--- config.mk ---
export PLATFORM = sky130hd
export DESIGN_NAME = fbc_ctlstat_regs
export DESIGN_NICKNAME = d
export VERILOG_FILES = /design/src/rtl/fbc_regs_pkg.sv /design/src/rtl/fbc_addr_decode.sv /design/src/rtl/fbc_gp_bank.sv /design/src/rtl/fbc_vsync_irq.sv /design/src/rtl/fbc_ctlstat_regs.sv
export SDC_FILE = /design/constraint.sdc
export NUM_CORES = 1
export LEC_CHECK = 0
export CAP_MARGIN = 0
export CORE_MARGIN = 4
export CORE_UTILIZATION = 25
export CTS_CLUSTER_SIZE = 28
export DETAILED_ROUTE_END_ITERATION = 16
export HOLD_SLACK_MARGIN = 0.06
export REMOVE_ABC_BUFFERS = 1
export SLEW_MARGIN = 20
export SYNTH_ARGS = -nofsm -noshare
export SYNTH_HDL_FRONTEND = slang
export SYNTH_SLANG_ARGS = --single-unit
--- constraint.sdc ---
create_clock -name clk -period 3.1 [get_ports clk]
set_input_delay 0.62 -clock clk [delete_from_list [all_inputs] [get_ports clk]]
set_output_delay 0.62 -clock clk [all_outputs]
set_load 0.005 [all_outputs]
--- src/rtl/fbc_regs_pkg.sv ---
package fbc_regs_pkg;
  localparam int ADDR_W = 5;
  localparam int DATA_W = 8;

  localparam logic [ADDR_W-1:0] OFF_CTRL   = 5'h10;
  localparam logic [ADDR_W-1:0] OFF_STAT   = 5'h11;
  localparam logic [ADDR_W-1:0] OFF_GP_LO  = 5'h12;
  localparam logic [ADDR_W-1:0] OFF_GP_HI  = 5'h1F;

  localparam int GP_COUNT = int'(OFF_GP_HI) - int'(OFF_GP_LO) + 1;
  localparam int GP_IDX_W = $clog2(GP_COUNT);

  localparam int ARM_BIT  = 7;
  localparam int PEND_BIT = 7;

  // fixed identification bits merged into every status read
  localparam logic [DATA_W-1:0] STAT_ID_BITS = 8'h61;
endpackage

--- src/rtl/fbc_addr_decode.sv ---
module fbc_addr_decode
  import fbc_regs_pkg::*;
#(
  parameter int AW  = ADDR_W,
  parameter int NGP = GP_COUNT,
  parameter int IW  = GP_IDX_W
) (
  input  logic [AW-1:0] addr,
  output logic          hit_ctrl,
  output logic          hit_stat,
  output logic          hit_gp,
  output logic [IW-1:0] gp_idx
);
  localparam logic [AW-1:0] NGP_V = AW'(NGP);

  logic [AW-1:0] gp_off;

  always_comb begin
    gp_off   = addr - OFF_GP_LO;
    hit_ctrl = (addr == OFF_CTRL);
    hit_stat = (addr == OFF_STAT);
    hit_gp   = (addr >= OFF_GP_LO) && (gp_off < NGP_V);
    gp_idx   = gp_off[IW-1:0];
  end
endmodule

--- src/rtl/fbc_gp_bank.sv ---
module fbc_gp_bank #(
  parameter int DW  = 8,
  parameter int NGP = 14,
  parameter int IW  = 4
) (
  input  logic          clk,
  input  logic          rst_n,
  input  logic          wr_en,
  input  logic [IW-1:0] wr_idx,
  input  logic [DW-1:0] wr_data,
  input  logic [IW-1:0] rd_idx,
  output logic [DW-1:0] rd_byte
);
  logic [NGP-1:0][DW-1:0] cells;

  for (genvar g = 0; g < NGP; g++) begin : g_cell
    always_ff @(posedge clk) begin
      if (!rst_n)
        cells[g] <= '0;
      else if (wr_en && (wr_idx == IW'(g)))
        cells[g] <= wr_data;
    end
  end

  always_comb begin
    rd_byte = '0;
    for (int i = 0; i < NGP; i++)
      if (rd_idx == IW'(i)) rd_byte = cells[i];
  end
endmodule

--- src/rtl/fbc_vsync_irq.sv ---
module fbc_vsync_irq (
  input  logic clk,
  input  logic rst_n,
  input  logic frame_end,
  input  logic armed,
  input  logic ack,
  output logic pending
);
  logic set_now;

  always_comb set_now = frame_end && armed;

  // set has priority over acknowledge so no frame event is dropped
  always_ff @(posedge clk) begin
    if (!rst_n)       pending <= 1'b0;
    else if (set_now) pending <= 1'b1;
    else if (ack)     pending <= 1'b0;
  end
endmodule

--- src/rtl/fbc_ctlstat_regs.sv ---
module fbc_ctlstat_regs
  import fbc_regs_pkg::*;
#(
  parameter int AW = ADDR_W,
  parameter int DW = DATA_W
) (
  input  logic          clk,
  input  logic          rst_n,
  input  logic [AW-1:0] acc_addr,
  input  logic          wr_en,
  input  logic [DW-1:0] wr_data,
  input  logic          rd_en,
  output logic [DW-1:0] rd_data,
  output logic          rd_valid,
  input  logic          frame_end,
  output logic          irq
);
  localparam int NGP = GP_COUNT;
  localparam int IW  = GP_IDX_W;

  logic          hit_ctrl, hit_stat, hit_gp;
  logic [IW-1:0] gp_idx;
  logic [DW-1:0] ctrl_q;
  logic [DW-1:0] gp_byte;
  logic [DW-1:0] stat_view;
  logic [DW-1:0] rd_mux;
  logic          pending;

  fbc_addr_decode #(.AW(AW), .NGP(NGP), .IW(IW)) u_dec (
    .addr     (acc_addr),
    .hit_ctrl (hit_ctrl),
    .hit_stat (hit_stat),
    .hit_gp   (hit_gp),
    .gp_idx   (gp_idx)
  );

  fbc_gp_bank #(.DW(DW), .NGP(NGP), .IW(IW)) u_gp (
    .clk     (clk),
    .rst_n   (rst_n),
    .wr_en   (wr_en && hit_gp),
    .wr_idx  (gp_idx),
    .wr_data (wr_data),
    .rd_idx  (gp_idx),
    .rd_byte (gp_byte)
  );

  fbc_vsync_irq u_irq (
    .clk       (clk),
    .rst_n     (rst_n),
    .frame_end (frame_end),
    .armed     (ctrl_q[ARM_BIT]),
    .ack       (wr_en && hit_stat),
    .pending   (pending)
  );

  always_ff @(posedge clk) begin
    if (!rst_n)                  ctrl_q <= '0;
    else if (wr_en && hit_ctrl)  ctrl_q <= wr_data;
  end

  always_comb begin
    stat_view           = DW'(STAT_ID_BITS);
    stat_view[PEND_BIT] = pending;
  end

  always_comb begin
    if (hit_ctrl)      rd_mux = ctrl_q;
    else if (hit_stat) rd_mux = stat_view;
    else if (hit_gp)   rd_mux = gp_byte;
    else               rd_mux = '0;
  end

  always_ff @(posedge clk) begin
    if (!rst_n) begin
      rd_data  <= '0;
      rd_valid <= 1'b0;
    end else begin
      rd_valid <= rd_en;
      if (rd_en) rd_data <= rd_mux;
    end
  end

  assign irq = pending;
endmodule

-- After elaboration in Yosys (flattened, before gate mapping)
Index checks and enable logic that the tools add are counted.
- register bits after elaboration: 130
- bits in latches: 0
- bits in writable memories: 0
- bits in read-only memories: 0
- bits of input ports: 18
- output and inout bits: 10
- logic and storage cells: 76
- memories kept: 0
- add/subtract/negate cells: 1
- $mul: 0
- div/mod/pow operators: 0
- $lt $le $gt $ge: 2
- equality and inequality tests: 15
- shift operators: 0
- mux-type cells: 19
- bitwise gates (word level): 0
- reductions and logical operators: 21
- operators by type and width (kind ; count):
    $mux 8 ; 17
    $eq 4x4->1 const B ; 6
    $logic_and 1x1->1 ; 19
    $eq 4x3->1 const B ; 4
    $eq 5x5->1 const B ; 2
    $eq 4x2->1 const B ; 2
    $ge 5x5->1 const B ; 1
    $lt 5x4->1 const B ; 1
    $sub 5x5->5 const B ; 1
    $eq 4x1->1 const B ; 1
    $logic_not 4->1 ; 1
    $mux 1 ; 2
    $reduce_bool 2->1 ; 1

-- Longest topological paths before layout
Gate-level depths: netlist of the first run.
- depth in word-level cells: 19
- gate-level depth with buffers: 11
- mapped depth without buffers: 8

-- Modules after synthesis
A second synthesis of the first run with hierarchy kept.
- cell total of the unflattened synthesis: 678
- area total of the unflattened synthesis: 6560.0 um2
- modules (own cells, without submodules) (module ; times used ; cells an instance ; area each (um2) ; seq. area each (um2)):
    fbc_gp_bank ; 1 ; 576 ; 5614.1 ; 2242.2
    fbc_ctlstat_regs ; 1 ; 86 ; 820.8 ; 340.3
    fbc_addr_decode ; 1 ; 12 ; 83.8 ; 0.0
    fbc_vsync_irq ; 1 ; 4 ; 41.3 ; 20.0

-- Least setup slack after synthesis of the first run
Ideal clock, no wire load.
- path kind: input to register
- start point: in acc_addr[1]
- end point: reg u_gp.cells[80] (netlist bit)
- setup time: 0.072 ns
- arrival time: 2.539 ns
- required time: 3.028 ns
- setup slack: 0.490 ns
- stages on the path: 10
- path buffers: 2
- cells stage by stage: inv_2 > clkbuf_1 > ha_1 > inv_2 > a311o_1 > and3_1 > buf_2 > and3_4 > nand2_4 > mux2i_1
- longest elaborated chain between the ends: 5
- elaborated cells on any way between the ends: 7
- those cells by class: add/sub (1); order compare (2); eq/ne (1); reduce/logical (3)
- ends and longest elaborated chain (item ; line ; RTL):
    from (decl) ; fbc_ctlstat_regs.sv:9 ; input logic [AW-1:0] acc_addr,
    $sub 5x5->5 ; fbc_addr_decode.sv:19 ; gp_off = addr - OFF_GP_LO;
    $lt 5x4->1 ; fbc_addr_decode.sv:22 ; hit_gp = (addr >= OFF_GP_LO) && (gp_off < NGP_V);
    $logic_and 1x1->1 ; fbc_addr_decode.sv:22 ;
    $logic_and 1x1->1 ; fbc_ctlstat_regs.sv:40 ; .wr_en (wr_en && hit_gp),
    $logic_and 1x1->1 * ; fbc_gp_bank.sv:20 ; else if (wr_en && (wr_idx == IW'(g)))
    to (signal, indexed assignment) ; fbc_gp_bank.sv:21 ; cells[g] <= wr_data;
    to (decl) ; fbc_gp_bank.sv:14 ; logic [NGP-1:0][DW-1:0] cells;
Every way passes the cells marked *; elsewhere a longest branch is shown, timed or not.
A chain may end at the register's enable or synchronous reset.

-- Worst setup path in the final report of the first run
- start point: in acc_addr[2]
- end point: reg rd_data[7]
- longest elaborated chain between the ends: 19
- elaborated cells on any way between the ends: 37
- those cells by class: add/sub (1); order compare (2); eq/ne (15); mux (17); reduce/logical (2)
- ends and longest elaborated chain (item ; line ; RTL):
    $sub 5x5->5 ; fbc_addr_decode.sv:19 ;
    $logic_not 4->1 ; fbc_gp_bank.sv:28 ; if (rd_idx == IW'(i)) rd_byte = cells[i];
    $mux 8 (14 in series) ; fbc_gp_bank.sv:28 ;
    $mux 8 ; fbc_ctlstat_regs.sv:69 ; else if (hit_gp) rd_mux = gp_byte;
    $mux 8 ; fbc_ctlstat_regs.sv:68 ; else if (hit_stat) rd_mux = stat_view;
    $mux 8 * ; fbc_ctlstat_regs.sv:67 ; if (hit_ctrl) rd_mux = ctrl_q;
    to (signal assigned) ; fbc_ctlstat_regs.sv:79 ; if (rd_en) rd_data <= rd_mux;
    to (decl) ; fbc_ctlstat_regs.sv:13 ; output logic [DW-1:0] rd_data,
Marked as above.

==> results of run 1 <==
## placed cells by master (no fill, tap or decap), types with 22 or more instances in the layout
master | netlist | layout
o21ai_1 | 22 | 22
mux2i_1 | 97 | 97
nand3_1 | 48 | 48
nor2b_1 | 71 | 71
buf_4 | 4 | 39
clkdlybuf4s50_1 | 0 | 24
o21ai_0 | 24 | 24
a21boi_1 | 24 | 24
dfxtp_1 | 130 | 130
nand2_1 | 75 | 75
## power groups by stage
stage	Sequential, mW	Combinational, mW	Clock, mW
after detailed placement	1.73	0.435	0
after global routing	1.70	0.469	2.08
after floorplan	1.73	0.187	0
final	1.70	0.439	1.97
after CTS	1.70	0.437	2.00
after global placement	1.73	0.433	0
## worst min-delay path, stage by stage (launching register included)
cell,delay [ns]
dfxtp_1,0.31
nand2_1,0.05
a21boi_1,0.05
## through the flow
stage | instances | worst slack (ns)
CTS | 1089 | 0.386
detailed placement | 1057 | -0.00508
floorplan | 653 | 0.0123
finish | 1089 | 0.364
global route | 1089 | 0.217
global placement | 1057 | 0.0699
## routing by layer
metal  vias to the layer above  global-route usage, %
met4                         0                   4.09
met2                       147                   20.3
met3                        26                   2.11
li1                       2601                      -
met1                      2609                   19.7
met5                         -                      0
## registers in the layout (all words and copies together), names as in the netlist
signal / cells
u_irq.pending: 1
ctrl_q: 8
u_gp.cells: 112
rd_valid: 1
rd_data: 8
## logic make-up (layout without fill, tap and decap cells)
family	after synthesis	in the layout	synth area share (%)
and+or+nand+nor	251	251	21.3
AOI/OAI and AO/OA	153	153	15.8
DFF	130	130	40.5
muxes	103	103	16.7
buffers and inverters	69	117	4.65
adders and majority gates	3	3	0.584
xor gates and xnor gates	2	2	0.506
## path summary, 6_finish.rpt
kind,cells after the start,to,slack (ns)
max,10,rd_data[7],0.36
min,2,ctrl_q[0],0.45
max reg2reg,6,rd_data[2],1.41
min reg2reg,2,ctrl_q[0],0.45
## area by class of cell
type	instances	area, sq um	area share [%]
multi-input combinational	512	3530	44.8
sequential	130	2600	33.0
timing repair buffer	74	723	9.17
clock buffer	23	468	5.93
tap	330	413	5.24
clock inverter	9	106	1.35
inverter	11	41.3	0.524
==> impl_metrics.json, run 1 <==
{
  "synth_edf_count": 0,
  "syn_area_sq_mm": 0.00643,
  "fillers": 2655,
  "slew_headroom_pct": 54.3,
  "wl_met2_microns": 8540,
  "ys_warn_count": 0,
  "top_layer": "met4",
  "die_y_microns": 168,
  "ir_worst_vdd_v": 0.000253,
  "ys_async_sr_fraction_pct": 0,
  "clk_pin_slew_ns": 0.06,
  "core-area_sq_mm": 0.0253,
  "switching_share_pct": 25.0,
  "crit_arrival_ns": 3.08,
  "crit_fanout": 10,
  "finalMaxSlewViolations": 0,
  "finalSetupTns_ns": 0,
  "crit_path_max_incr_delay_ns": 0.49,
  "cts_sinks": 130,
  "clock_skew_ns": 0.00869,
  "startpoint": "acc_addr[2]",
  "status": "finished clean",
  "maxCapViolCount": 0,
  "grt_pass1_vias": 5072,
  "tightest_slew_ns": 0.683,
  "p_leak_nw": 3.04,
  "crit_chain": "clkdlybuf4s50_1 -> inv_1 -> ha_1 -> buf_4 -> nor2b_1 -> o21ai_0 -> a21o_1 -> and3_1 -> a211o_1 -> a31oi_1",
  "grt_use_total_pct": 13.5,
  "dr_wl_met3_microns": 1010,
  "drive_above_1_share_pct": 13.7,
  "p_int_mw": 3.08,
  "max_freq_mhz": 365,
  "synth_flop_cell": "dfxtp_1",
  "ys_top_cells_by_area": "dfxtp_1, mux2i_1, nor2b_1, nand2_1, nand3_1",
  "diodes": 0,
  "avgViaCountPerCell": 4.94,
  "synthMostInstantiatedCell": "dfxtp_1",
  "cts_buffer_depth": 2,
  "grt-ovfl-total": 0,
  "final_cell_area_sq_mm": 0.00789,
  "synth_seq_area_share_pct": 40.5,
  "htree_levels": 4,
  "io_pins": 28,
  "power.switching_mw": 1.03,
  "synth_cells": 711,
  "synth_top_area_share_pct": 40.5,
  "clockPowerShare_pct": 48.0,
  "worstPathRequired_ns": 3.44,
  "synth_cell_types": 70,
  "synth_seq_cells": 130,
  "period_needed_ns": 2.74,
  "io_buffers": 27,
  "ctsResizeCount": 0,
  "power_mw": 4.11,
  "rsz0062_at_grt": "false",
  "syn_to_final_growth_pct": 22.6,
  "wire_per_inst_microns": 17.6,
  "nets": 767,
  "cts_root_buf": "clkbuf_16",
  "cts_made_buffers": 17,
  "setup.worst_path.class": "primary input to flop",
  "pwr-share-comb_pct": 10.7,
  "whs_ns": 0.451,
  "worstHoldPathType": "flop to flop",
  "initial_core_util_pct": 25.5,
  "yosys-top-cells-count": "dfxtp_1, mux2i_1, nand2_1",
  "clk_latency_ns": 0.42,
  "die_x_microns": 168,
  "critPathTopFamily": "buffers and inverters",
  "drcViolationCount": 0,
  "rows": 58,
  "syn_area_per_cell_sq_um": 9.05,
  "critical-path-slowest-cell": "clkdlybuf4s50_1",
  "crit_path_start_kind": "primary input",
  "antenna_found_initial": 0,
  "gp_congestion": 0.905,
  "yosysTopAreaCell": "dfxtp_1",
  "rr_startpoint": "u_gp.cells[10]",
  "wl_met1_microns": 9290,
  "grt_pass1_wl_microns": 30000,
  "place_area_sq_mm": 0.00731,
  "postCtsSetupRepairBufs": 0,
  "route.vias.total": 5383,
  "first_pass_iters": 6,
  "routed_wl_microns": 19200,
  "cp_num_buf_inv": 3,
  "hold_start": "ctrl_q[0]",
  "die_area_sq_mm": 0.0284,
  "final_antenna_net_count": 0,
  "final_util_pct": 31.2,
  "hold_violations": 0,
  "end_kind": "flop",
  "cts_tree": "done",
  "p_seq_share_pct": 41.3,
  "grt_max_degree": 106,
  "period_share_pct": 88.3,
  "cts_hold_buf": 0,
  "power_density_mw_per_mm2": 521,
  "post-dp-hpwl_microns": 13000,
  "setup_viol": 0,
  "drt_iter0_drc": 421
}
(Power assumes the default switching activity.)
==> run 2, diff against run 1 <==
==> constraint.sdc (replaced) <==
create_clock -name clk -period 3.5 [get_ports clk]
set_input_delay 0.7 -clock clk [delete_from_list [all_inputs] [get_ports clk]]
set_output_delay 0.7 -clock clk [all_outputs]
set_load 0.005 [all_outputs]
==> impl_metrics.json, run 2 (synthesis gave the netlist of run 1 again) <==
{
  "rsz0062_at_grt": "false",
  "final_cell_mix": "dfxtp_1, mux2i_1, nand2_1, nor2b_1, nand3_1",
  "cts_sinks": 130,
  "die_y_microns": 168,
  "period_share_pct": 86.9,
  "worst_r2r_path_depth": 6,
  "instances_no_fill": 1070,
  "cts_root_buf": "clkbuf_16",
  "crit_fanout": 21,
  "die_area_sq_mm": 0.0284,
  "diodes": 0,
  "rr_startpoint": "u_gp.cells[10]",
  "cts_hold_buf": 0,
  "grt_max_degree": 70,
  "grt_pass1_vias": 5045,
  "r2r-end": "rd_data[2]",
  "layout_commonest_cell": "dfxtp_1",
  "die_x_microns": 168,
  "hold_start": "ctrl_q[2]",
  "postCtsSetupRepairBufs": 0,
  "holdPathStages": 2,
  "io_buffers": 27,
  "worstPathRequired_ns": 3.84,
  "cts_buffer_depth": 2,
  "cts_tree": "done",
  "rows": 58,
  "final_util_pct": 30.5,
  "multiInputGateArea_sq_mm": 0.00353,
  "wire_per_inst_microns": 17.5,
  "drt_iter0_drc": 565,
  "setup_viol": 0,
  "largest-register": "u_gp.cells",
  "max_freq_mhz": 329,
  "fillers": 2678,
  "finalSetupTns_ns": 0,
  "ir_worst_vdd_v": 0.000298,
  "antenna_found_initial": 0,
  "worstHoldPathType": "flop to flop",
  "grt-ovfl-total": 0,
  "cts_made_buffers": 17,
  "end_kind": "flop",
  "htree_levels": 4,
  "tightest_slew_ns": 0.761,
  "status": "finished clean",
  "top_regs": "u_gp.cells (112), ctrl_q (8), rd_data (8)",
  "seq_area_sq_mm": 0.00260,
  "startpoint": "acc_addr[2]",
  "crit_arrival_ns": 3.38,
  "regToRegSetupSlack_ns": 1.82,
  "initial_core_util_pct": 25.5,
  "drcViolationCount": 0,
  "drive_above_1_share_pct": 11.8,
  "finalMaxSlewViolations": 0,
  "first_pass_iters": 5,
  "period_needed_ns": 3.04,
  "clk_pin_slew_ns": 0.06,
  "routed_wl_microns": 18800,
  "route.vias.total": 5277,
  "power_density_mw_per_mm2": 474,
  "worst_hold_path.endpoint": "ctrl_q[2]",
  "avgViaCountPerCell": 4.93,
  "io_pins": 28,
  "dp.cells": 1040,
  "ctsResizeCount": 0,
  "final_antenna_net_count": 0,
  "maxCapViolCount": 0,
  "clock_skew_ns": 0.00798,
  "hold_violations": 0,
  "largest_reg_flops": 112,
  "gp_congestion": 0.896,
  "crit_path_start_kind": "primary input",
  "slew_headroom_pct": 49.1,
  "grt_use_total_pct": 13.2,
  "p_leak_nw": 2.94,
  "nets": 750,
  "clk_latency_ns": 0.41,
  "core-area_sq_mm": 0.0253,
  "setup.worst_path.class": "primary input to flop",
  "post-dp-hpwl_microns": 12600,
  "syn_to_final_growth_pct": 19.6,
  "grt_pass1_wl_microns": 29600
}
-- run 2: changes by cell type in the layout (fill, tap and decap cells not counted) --
cell / change
bufinv_16: +1
clkbuf_8: -1
buf_4: -11
clkbuf_1: -2
buf_12: -6
-- run 2: routing by layer --
metal  track usage, %  up-vias  part of all wire (%)
li1                 -     2567                     -
met1             19.3     2510                    49
met2             19.5      169                    43
met3             2.82       31                   6.3
met4             3.78        0                   2.0
met5                0        -                     0
-- run 2: through the flow --
step | hold slack [ns] | power (mW) | cell area (sq um) | worst slack, ns
after floorplan | 0.432 | 1.70 | 6170 | 0.332
after global placement | 0.441 | 1.90 | 7110 | 0.100
after detailed placement | 0.446 | 1.90 | 7110 | 0.118
after CTS | 0.455 | 3.67 | 7690 | 0.520
after global routing | 0.473 | 3.77 | 7690 | 0.301
final | 0.453 | 3.65 | 7690 | 0.457
-- run 2: worst max path at each step --
stage | slack (ns) | depth (start not counted) | end
floorplan | 0.33 | 8 | rd_data[7]
global placement | 0.10 | 10 | rd_data[7]
detailed placement | 0.12 | 10 | rd_data[7]
CTS | 0.52 | 10 | rd_data[7]
global route | 0.30 | 10 | rd_data[7]
finish | 0.46 | 10 | rd_data[7]
-- run 2: area by class of cell --
| cell class | count | share of cell area (%) |
|---|---|---|
| well taps | 330 | 5.37 |
| clock buffers | 20 | 5.81 |
| repair buffers | 57 | 6.77 |
| flip-flops and latches | 130 | 33.8 |
| inverters | 11 | 0.537 |
| multi-input cells | 512 | 45.9 |
| clock inverters | 10 | 1.77 |
-- run 2: where the power goes --
group / switching, mW / internal, mW
logic: 0.239 / 0.136
clock network: 0.643 / 1.13
registers: 0.00819 / 1.49
-- run 2: worst max-delay path, cell delays in order --
cell	delay [ns]
clkdlybuf4s50_1	0.50
inv_1	0.10
ha_1	0.43
buf_12	0.20
nor2b_1	0.45
o21ai_0	0.16
a21o_1	0.24
and3_1	0.16
a211o_1	0.26
a31oi_1	0.17
==> run 3, diff against run 2 <==
--- a/config.mk
+++ b/config.mk
@@ -15,4 +15,5 @@
 export SLEW_MARGIN = 20
 export SYNTH_ARGS = -nofsm -noshare
 export SYNTH_HDL_FRONTEND = slang
+export SYNTH_HIERARCHICAL = 1
 export SYNTH_SLANG_ARGS = --single-unit
==> impl_metrics.json, run 3 <==
{
  "nets": 741,
  "synth_seq_area_share_pct": 39.7,
  "core-area_sq_mm": 0.0259,
  "status": "finished clean",
  "p_leak_nw": 3.03,
  "layout_commonest_cell": "dfxtp_1",
  "diodes": 0,
  "ir_worst_vdd_v": 0.000347,
  "rows": 59,
  "holdPathStages": 2,
  "synth_top_area_share_pct": 39.7,
  "finalMaxSlewViolations": 0,
  "clk_latency_ns": 0.42,
  "worst_r2r_path_depth": 8,
  "setup.worst_path.class": "primary input to flop",
  "drt_iter0_drc": 359,
  "tightest_slew_ns": 0.861,
  "synth_edf_count": 0,
  "synth_flop_cell": "dfxtp_1",
  "avgViaCountPerCell": 4.68,
  "startpoint": "acc_addr[1]",
  "hold_start": "ctrl_q[4]",
  "dp.cells": 1038,
  "power_mw": 3.90,
  "final_cell_area_sq_mm": 0.00804,
  "clock_skew_ns": 0.00404,
  "end_kind": "flop",
  "largest_reg_flops": 112,
  "r2r-end": "rd_data[5]",
  "initial_core_util_pct": 25.3,
  "grt_pass1_wl_microns": 28200,
  "synthMostInstantiatedCell": "dfxtp_1",
  "io_pins": 28,
  "cts_root_buf": "clkbuf_16",
  "drcViolationCount": 0,
  "syn_to_final_growth_pct": 22.5,
  "gp_congestion": 0.844,
  "syn_area_sq_mm": 0.00656,
  "first_pass_iters": 5,
  "final_antenna_net_count": 0,
  "worstPathRequired_ns": 3.82,
  "slew_headroom_pct": 42.5,
  "cts_tree": "done",
  "syn_area_per_cell_sq_um": 9.68,
  "die_area_sq_mm": 0.0289,
  "synth_seq_cells": 130,
  "cts_sinks": 130,
  "place_area_sq_mm": 0.00737,
  "grt_max_degree": 62,
  "ctsResizeCount": 0,
  "clk_pin_slew_ns": 0.06,
  "yosysTopAreaCell": "dfxtp_1",
  "hold_violations": 0,
  "grt_use_total_pct": 12.4,
  "pre_cts_ws_ns": -0.0252,
  "drive_above_1_share_pct": 16.5,
  "post-dp-hpwl_microns": 12000,
  "ys_async_sr_fraction_pct": 0,
  "grt_pass1_vias": 4933,
  "power.switching_uw": 887,
  "power_density_mw_per_mm2": 485,
  "max_freq_mhz": 320,
  "ys_warn_count": 6,
  "fillers": 2687,
  "wire_per_inst_microns": 16.5,
  "antenna_found_initial": 0,
  "setup_viol": 0,
  "rr_startpoint": "u_gp/cells[5]",
  "final_util_pct": 31.0,
  "switching_share_pct": 22.8,
  "grt-ovfl-total": 0,
  "route.vias.total": 5009,
  "maxCapViolCount": 0,
  "largest-register": "u_gp/cells",
  "cts_hold_buf": 0,
  "p_int_mw": 3.01,
  "synth_cells": 678,
  "period_share_pct": 89.4,
  "fin_ws_ns": 0.373,
  "period_needed_ns": 3.13,
  "pwr-share-comb_pct": 10.1,
  "cts_buffer_depth": 2,
  "worstHoldPathType": "flop to flop",
  "critPathCapture": "rd_data[0]",
  "cts_made_buffers": 17,
  "clockPowerShare_pct": 51.1,
  "whs_ns": 0.471,
  "crit_path_start_kind": "primary input",
  "synth_cell_types": 61,
  "instances_no_fill": 1070,
  "htree_levels": 4,
  "die_x_microns": 170,
  "finalSetupTns_ns": 0,
  "rsz0062_at_grt": "false",
  "p_seq_share_pct": 38.7,
  "top_regs": "u_gp/cells (112), ctrl_q (8), rd_data (8)",
  "ys_top_cells_by_area": "dfxtp_1, mux2i_1, nor2b_1, a21oi_1, o21ai_0",
  "final_cell_mix": "dfxtp_1, mux2i_1, nor2b_1, buf_4, a21oi_1",
  "regToRegSetupSlack_ns": 1.65,
  "die_y_microns": 170,
  "crit_fanout": 17,
  "io_buffers": 27,
  "postCtsSetupRepairBufs": 0,
  "yosys-top-cells-count": "dfxtp_1, mux2i_1, nor2b_1",
  "crit_arrival_ns": 3.45,
  "routed_wl_microns": 17700
}
run 3: cell count changes after synthesis, sizes merged, moves of 9 or more:
cell | before | now
a21boi | 25 | 4
nor2b | 71 | 119
o211ai | 11 | 2
nand3 | 50 | 11
nand2 | 78 | 24
o21ai | 46 | 21
mux2i | 97 | 124
run 3: layer usage:
layer  up-vias  track usage, %  part of all wire [%]
met4         0            3.92                   1.6
li1       2483               -                     -
met2       101            19.7                    47
met5         -               0                     0
met1      2404            17.2                    48
met3        21            2.07                   4.3
run 3: how the worst min path moves through the flow:
stage	to	slack, ns
after CTS	rd_data[4]	0.48
after global placement	rd_data[4]	0.46
after global routing	rd_data[4]	0.49
after detailed placement	rd_data[4]	0.47
after floorplan	rd_data[1]	0.44
final	rd_data[4]	0.47
run 3: power groups by stage:
stage | Sequential, mW | Combinational [mW] | Clock, mW
detailed placement | 1.54 | 0.394 | 0
global placement | 1.54 | 0.394 | 0
floorplan | 1.54 | 0.188 | 0
finish | 1.51 | 0.395 | 1.99
CTS | 1.51 | 0.396 | 2.03
global route | 1.51 | 0.427 | 2.09
run 3: area by class of cell:
cell class / instances / area (sq um) / area share, %
repair buffers: 79 / 663 / 8.25
clock inverters: 9 / 175 / 2.18
inverters: 11 / 41.3 / 0.514
well taps: 335 / 419 / 5.21
flip-flops and latches: 130 / 2600 / 32.4
multi-input cells: 483 / 3650 / 45.4
clock buffers: 23 / 488 / 6.07
run 3: cells by family after synthesis:
group	after synthesis	synth area share, %
and+or+nand+nor	234	21.6
muxes	135	21.4
DFF	130	39.7
AOI/OAI and AO/OA	112	12.2
buffers and inverters	65	4.83
xor gates and xnor gates	1	0.134
adders and majority gates	1	0.191
run 3: worst max-delay path: stages:
cell and delay, ns:
clkdlybuf4s50_1 0.50, inv_2 0.05, ha_1 0.28, inv_1 0.23, buf_4 0.26, and4bb_2 0.30
nand2_1 0.06, a211oi_1 0.25, o221ai_1 0.21, a21oi_1 0.18, nand2_1 0.09, a2111oi_2 0.34
